==> src/rtl/tmr_pkg.sv <==
package tmr_pkg;
  localparam int CTRL_W = 8;

  typedef struct packed {
    logic       enable;
    logic       periodic;
    logic       irq_en;
    logic       rsvd;
    logic [1:0] presc;
    logic       wide;
    logic       single;
  } tmr_ctrl_t;

  localparam logic [CTRL_W-1:0] CTRL_KEEP  = 8'hEF;
  localparam logic [CTRL_W-1:0] CTRL_RESET = 8'h20;
endpackage

==> src/rtl/tmr_prescaler.sv <==
module tmr_prescaler #(
  parameter int SHIFT_MID = 4,
  parameter int SHIFT_HI  = 8
) (
  input  logic       clk,
  input  logic       rst_n,
  input  logic       run,
  input  logic       restart,
  input  logic [1:0] sel,
  output logic       tick
);
  localparam int PW = SHIFT_HI;
  localparam logic [PW-1:0] TERM_MID = PW'((1 << SHIFT_MID) - 1);
  localparam logic [PW-1:0] TERM_HI  = {PW{1'b1}};

  logic [PW-1:0] phase_q, phase_d, term;
  logic          at_term;

  always_comb begin
    case (sel)
      2'd0:    term = '0;
      2'd1:    term = TERM_MID;
      default: term = TERM_HI;
    endcase
  end

  assign at_term = (phase_q == term);
  assign tick    = run & at_term;

  always_comb begin
    phase_d = phase_q;
    if (restart)      phase_d = '0;
    else if (run)     phase_d = at_term ? '0 : phase_q + 1'b1;
  end

  always_ff @(posedge clk or negedge rst_n) begin
    if (!rst_n) phase_q <= '0;
    else        phase_q <= phase_d;
  end
endmodule

==> src/rtl/tmr_counter.sv <==
module tmr_counter #(
  parameter int CNT_W    = 32,
  parameter int NARROW_W = 16
) (
  input  logic             clk,
  input  logic             rst_n,
  input  logic             tick,
  input  logic             load_we,
  input  logic [CNT_W-1:0] wr_data,
  input  logic [CNT_W-1:0] reload,
  input  logic             wide,
  input  logic             periodic,
  output logic [CNT_W-1:0] count_q,
  output logic             hit_zero
);
  localparam int HI_W = CNT_W - NARROW_W;
  localparam logic [CNT_W-1:0]    ONE_W = 1;
  localparam logic [NARROW_W-1:0] ONE_N = 1;

  logic [CNT_W-1:0]    count_d, dec_val, rel_val;
  logic [NARROW_W-1:0] lo;
  logic [HI_W-1:0]     hi;
  logic                cur_zero, cur_one;

  assign lo = count_q[NARROW_W-1:0];
  assign hi = count_q[CNT_W-1:NARROW_W];

  always_comb begin
    if (wide) begin
      cur_zero = (count_q == '0);
      cur_one  = (count_q == ONE_W);
      dec_val  = count_q - ONE_W;
      rel_val  = periodic ? reload : {CNT_W{1'b1}};
    end else begin
      cur_zero = (lo == '0);
      cur_one  = (lo == ONE_N);
      dec_val  = {hi, lo - ONE_N};
      rel_val  = {hi, periodic ? reload[NARROW_W-1:0] : {NARROW_W{1'b1}}};
    end
  end

  assign hit_zero = tick & cur_one & ~load_we;

  always_comb begin
    count_d = count_q;
    if (load_we)   count_d = wr_data;
    else if (tick) count_d = cur_zero ? rel_val : dec_val;
  end

  always_ff @(posedge clk or negedge rst_n) begin
    if (!rst_n) count_q <= {CNT_W{1'b1}};
    else        count_q <= count_d;
  end
endmodule

==> src/rtl/tmr_irq.sv <==
module tmr_irq (
  input  logic clk,
  input  logic rst_n,
  input  logic set_ev,
  input  logic clr_ev,
  input  logic irq_en,
  output logic raw_q,
  output logic masked
);
  logic raw_d;

  assign raw_d  = set_ev | (raw_q & ~clr_ev);
  assign masked = raw_q & irq_en;

  always_ff @(posedge clk or negedge rst_n) begin
    if (!rst_n) raw_q <= 1'b0;
    else        raw_q <= raw_d;
  end
endmodule

==> src/rtl/tmr_channel.sv <==
module tmr_channel
  import tmr_pkg::*;
#(
  parameter int CNT_W         = 32,
  parameter int NARROW_W      = 16,
  parameter int PRE_SHIFT_MID = 4,
  parameter int PRE_SHIFT_HI  = 8
) (
  input  logic              clk,
  input  logic              rst_n,
  input  logic [CNT_W-1:0]  wr_data,
  input  logic              load_we,
  input  logic              bgload_we,
  input  logic              ctrl_we,
  input  logic              intclr_we,
  output logic [CNT_W-1:0]  count_o,
  output logic [CNT_W-1:0]  load_o,
  output logic [CTRL_W-1:0] ctrl_o,
  output logic              irq_raw_o,
  output logic              irq_masked_o
);
  tmr_ctrl_t        ctrl_q, ctrl_d, ctrl_wr;
  logic [CNT_W-1:0] reload_q, reload_d;
  logic             halt_q, halt_d;
  logic             run, tick, hit_zero, pre_restart, wr_zero;

  assign ctrl_wr = tmr_ctrl_t'(wr_data[CTRL_W-1:0] & CTRL_KEEP);

  // Next state of the control word and reload value
  always_comb begin
    ctrl_d   = ctrl_we ? ctrl_wr : ctrl_q;
    reload_d = (load_we | bgload_we) ? wr_data : reload_q;
  end

  // Zero test of a LOAD value at the active width
  assign wr_zero = ctrl_q.wide ? (wr_data == '0)
                               : (wr_data[NARROW_W-1:0] == '0);

  // Stop state: one-shot expiry or zero periodic load
  always_comb begin
    halt_d = halt_q;
    if (ctrl_we && ctrl_wr.enable)        halt_d = 1'b0;
    else if (load_we)                     halt_d = wr_zero ? (ctrl_q.periodic | halt_q) : 1'b0;
    else if (hit_zero && ctrl_q.single)   halt_d = 1'b1;
  end

  always_ff @(posedge clk or negedge rst_n) begin
    if (!rst_n) begin
      ctrl_q   <= tmr_ctrl_t'(CTRL_RESET);
      reload_q <= '0;
      halt_q   <= 1'b0;
    end else begin
      ctrl_q   <= ctrl_d;
      reload_q <= reload_d;
      halt_q   <= halt_d;
    end
  end

  assign run         = ctrl_q.enable & ~halt_q;
  assign pre_restart = load_we | (ctrl_we && (ctrl_wr.presc != ctrl_q.presc));

  tmr_prescaler #(
    .SHIFT_MID (PRE_SHIFT_MID),
    .SHIFT_HI  (PRE_SHIFT_HI)
  ) u_presc (
    .clk     (clk),
    .rst_n   (rst_n),
    .run     (run),
    .restart (pre_restart),
    .sel     (ctrl_q.presc),
    .tick    (tick)
  );

  tmr_counter #(
    .CNT_W    (CNT_W),
    .NARROW_W (NARROW_W)
  ) u_cnt (
    .clk      (clk),
    .rst_n    (rst_n),
    .tick     (tick),
    .load_we  (load_we),
    .wr_data  (wr_data),
    .reload   (reload_q),
    .wide     (ctrl_q.wide),
    .periodic (ctrl_q.periodic),
    .count_q  (count_o),
    .hit_zero (hit_zero)
  );

  tmr_irq u_irq (
    .clk    (clk),
    .rst_n  (rst_n),
    .set_ev (hit_zero),
    .clr_ev (intclr_we),
    .irq_en (ctrl_q.irq_en),
    .raw_q  (irq_raw_o),
    .masked (irq_masked_o)
  );

  assign load_o = reload_q;
  assign ctrl_o = ctrl_q;
endmodule

==> config.mk <==
export PLATFORM = sky130hd
export DESIGN_NAME = tmr_channel
export DESIGN_NICKNAME = d
export VERILOG_FILES = /design/src/rtl/tmr_pkg.sv /design/src/rtl/tmr_prescaler.sv /design/src/rtl/tmr_counter.sv /design/src/rtl/tmr_irq.sv /design/src/rtl/tmr_channel.sv
export SDC_FILE = /design/constraint.sdc
export NUM_CORES = 1
export LEC_CHECK = 0
export CAP_MARGIN = 20
export CORE_ASPECT_RATIO = 2
export CORE_MARGIN = 2
export CORE_UTILIZATION = 58
export DETAILED_ROUTE_END_ITERATION = 16
export DONT_BUFFER_PORTS = 1
export PLACE_DENSITY = 0.87
export SYNTH_ARGS = -nofsm -noshare
export SYNTH_HDL_FRONTEND = slang
export SYNTH_SLANG_ARGS = --single-unit
export TNS_END_PERCENT = 100
==> constraint.sdc <==
create_clock -name clk -period 2.29 [get_ports clk]
set_clock_uncertainty 0.15 [all_clocks]
set_input_delay 0.458 -clock clk [delete_from_list [all_inputs] [get_ports clk]]
set_output_delay 0.458 -clock clk [all_outputs]
set_load 0.02 [all_outputs]
==> metrics.md <==
| Metric | Value |
|---|---|
| Worst Path Required | `between 2 and 2.5 ns` |
| Synthesized area | `0.00488 mm2` |
| Simple-gate portion of the synthesized area | `0.193` |
| Worst r2r src | `u_cnt.count_q[19]` |
| Number of enable flip-flop cells after synthesis | `0` |
| Top FF cell, synth | `dfrtp_1` |
| Vias in the first global route | `roughly 5.0k` |
| Starting Density | `0.593` |
| Placer congestion estimate | `1.00` |
| Worst Setup Path Type | `flip-flop to flip-flop` |
| Clk pin slew, worst setup/hold paths | `about 0.060 ns` |
| Largest net degree at the start of global routing | `about 80` |
| Num ports | `112` |
| Root Driver | `clkbuf_16` |
| CTS Buf Count | `9` |
| Drt pass-1 iters | `5` |
| CP max-delay cell | `or4_4` |
| Antenna Nets Post-Route | `0` |
| Core Util, Final | `0.716` |
| Run status | `finished with violations` |
| Post-Syn Instances | `480` |
| Final WS setup | `between 0.03 and 0.04 ns` |
| CP arrival | `between 2 and 2.5 ns` |
| First-pass GRT wire length | `~26 mm` |
| Die footprint | `between 0.009 and 0.01 mm2` |
| Via density | `approximately 7.4` |
| Multiplexer share of the synthesized area | `0.103` |
| DR vias | `4749` |
| Worst vdd ir | `between 0.6 and 0.7 mV` |
| Total GRT Usage | `0.381` |
| CTS tree | `built` |
| RSZ-0062 raised after global routing | `yes` |
| Power Density | `710 mW/mm2` |
| Placed Area | `between 0.005 and 0.006 mm2` |
| Fin. Hold Viols | `slightly above 80` |
| Avg WL per Cell | `approximately 26 um` |
| Post-Synth Adder-Cell Area | `0.00769` |
| Crit-path cells | `buf_4 -> or4_4 -> buf_4 -> o21ai_1 -> a21oi_1 -> a311o_1 -> o21ai_0` |
| #FFs+latches synth | `between 80 and 90` |
| Family with the most delay on the worst path | `compound AO/OA/AOI/OAI gates` |
| Row cnt | `47` |
| Crit end category | `flip-flop` |
| CP max FO | `6` |
| Gr ovfl total | `0` |
| # DRC | `0` |
| Worst setup SP type | `flip-flop` |
| Final Critical Period | `2.25 ns` |
| LEAKAGE | `0.00221 uW` |
| Pre-CTS setup slack | `-0.0735 ns` |
| Routed wire length | `16.8 mm` |
| Compound-Gate Fraction of Synth Area | `0.207` |
| WP buf/inv | `2` |
| Fmax | `between 0.4 and 0.5 GHz` |
| Final instance area | `0.00589 mm2` |
| Fin crit share | `0.984` |
| Synth async-reset ratio | `1.00` |
| Relative slew slack | `0.306` |
| Synth Area in XOR/XNOR | `0.0287` |
| Syn-to-layout area delta | `20.8%` |
| Most Frequent Cell on Critical Path | `buf_4` |
| Measured slew at the worst slew-check pin | `1.03 ns` |
| Failing checks | `negative hold slack` |
| Max Cap Viol | `0` |
| Layout cell share with drive strength beyond 1 | `0.386` |
| Critical R2R Capture | `u_cnt.count_q[24]` |
| Mapped Avg Cell Area | `between 10 and 15 um2` |
| Worst r2r path cells | `7` |
| Setup Viol. Count Final | `0` |
| Port Buf Inserts | `0` |
| Longest Clk Path Bufs | `2` |
| Die H | `around 130 um` |
| Fin. max-slew vios | `0` |
| WHS | `-0.344 ns` |
| Synth warn | `0` |
| Sum of negative setup slack | `0 ns` |
| Sequential-to-total area share from yosys stat | `0.424` |
| Post-DP HPWL | `between 10 and 15 mm` |
| Post-synthesis net count | `roughly 520` |
| Max stage delay on crit path | `between 0.5 and 0.6 ns` |
| R2R setup slack | `0.04 ns` |
| Fillers | `about 600` |
| Combinational family with the most area after synthesis | `compound AO/OA/AOI/OAI gates` |
| Core area | `approximately 0.008 mm2` |
| Initial antenna violation count | `0` |
| Worst skew pair latency | `between 0.3 and 0.4 ns` |
| Initial DRC count | `between 500 and 600` |
| Sink Count | `81` |
| HP Class | `input pin to asynchronous set/reset pin` |
| Nets | `~580` |
| Antenna cells | `0` |
| Die width | `around 69 um` |
| Htree depth | `3` |
| Count of cell types in the netlist | `66` |
[sequential cells by signal, indices dropped and copies added, names as in the netlist]
| register | flops |
|---|---|
| ctrl_o | 7 |
| halt_q | 1 |
| load_o | 32 |
| u_cnt.count_q | 32 |
| u_irq.raw_q | 1 |
| u_presc.phase_q | 8 |
[cell families after synthesis]
kind of cell / count (synthesis)
xor+xnor: 16
compound gates: 139
mux: 45
fa+ha+maj: 3
other cells: 1
flops: 81
simple gates: 154
buf+inv: 41
[where the power goes]
part	internal (uW)	switching [uW]
sequential	1600	238
clock	933	562
combinational	367	483
[how the worst max path moves through the flow]
stage	start	endpoint	cells after the start	slack, ns
final	u_cnt.count_q[19]	u_cnt.count_q[24]	7	0.04
after CTS	u_cnt.count_q[1]	u_cnt.count_q[22]	8	0.0005
after floorplan	u_cnt.count_q[1]	u_cnt.count_q[22]	7	0.03
after global placement	u_cnt.count_q[1]	u_cnt.count_q[22]	9	0.02
after global routing	u_presc.phase_q[2]	u_cnt.count_q[6]	5	-0.02
after detailed placement	u_cnt.count_q[0]	u_cnt.count_q[8]	9	-0.07
[cells in the final DEF (no fill, tap or decap), types with 14 or more instances in the layout]
| cell | instances |
|---|---|
| dfrtp_1 | 48 |
| a31oi_1 | 14 |
| a22oi_1 | 18 |
| a21oi_1 | 16 |
| nor3_1 | 19 |
| o31ai_1 | 24 |
| dfstp_2 | 33 |
| nand2_1 | 15 |
| mux2_2 | 41 |
| buf_4 | 77 |
| o21ai_0 | 19 |
| and2_1 | 14 |
| nor4_1 | 22 |
| nor2_1 | 21 |
[synthesized netlist by cell type, drive strengths merged (3+ instances only)]
master | count | area, um2
o41ai | 6 | 52.6
dfstp | 33 | 867
a21boi | 3 | 22.5
mux2 | 41 | 462
a31oi | 14 | 87.6
nor3 | 23 | 120
a22oi | 19 | 143
a211oi | 5 | 37.5
and3 | 3 | 18.8
and4 | 3 | 26.3
o21ai | 25 | 125
nor2b | 3 | 18.8
a31o | 7 | 61.3
nand2 | 17 | 63.8
nand4 | 14 | 121
buf | 13 | 75.1
inv | 5 | 18.8
mux2i | 4 | 40.0
a21oi | 16 | 80.1
nand3 | 11 | 65.1
ha | 3 | 37.5
o31ai | 25 | 201
dfrtp | 48 | 1200
or4 | 5 | 41.3
clkbuf | 21 | 78.8
nor4 | 25 | 184
and2 | 15 | 93.8
or3 | 6 | 37.5
xnor2 | 11 | 96.3
nor2 | 23 | 93.8
xor2 | 5 | 43.8
[layer usage]
metal / global-route usage / part of all wire / vias up
met5: 0 / 0 / -
met4: 0.267 / 0.074 / 0
met3: 0.122 / 0.086 / 105
met2: 0.620 / 0.52 / 322
met1: 0.394 / 0.31 / 2334
li1: - / - / 1988
[layout make-up]
cell class | instances | area [um2] | share of cell area
flip-flops and latches | 81 | 2070 | 0.351
inverters | 7 | 26.3 | 0.00446
clock buffers | 14 | 274 | 0.0465
multi-input cells | 358 | 2750 | 0.467
clock inverters | 2 | 35.0 | 0.00594
well taps | 98 | 123 | 0.0208
repair buffers | 80 | 614 | 0.104
[what timing repair did]
action | 4_1_cts | 5_1_grt
resized for setup | 4 | 25
hold endpoints to repair | 81 | 81
setup buffers | 0 | 4
setup endpoints to repair | 11 | 32
pin swaps | 0 | 2
cloned | 0 | 1
[worst reg2reg max path, stage by stage (launching register included)]
cell and delay, ns:
dfstp_2 0.38, buf_4 0.17, or4_4 0.55, buf_4 0.19
o21ai_1 0.16, a21oi_1 0.09, a311o_1 0.32, o21ai_0 0.16
[through the flow]
step / std cells / total power, uW
after floorplan: 480 / 2360
after global placement: 619 / 2610
after detailed placement: 619 / 2640
after CTS: 635 / 4120
after global routing: 640 / 4330
final: 640 / 4190
No activity file was read; power rests on OpenSTA's default activity.
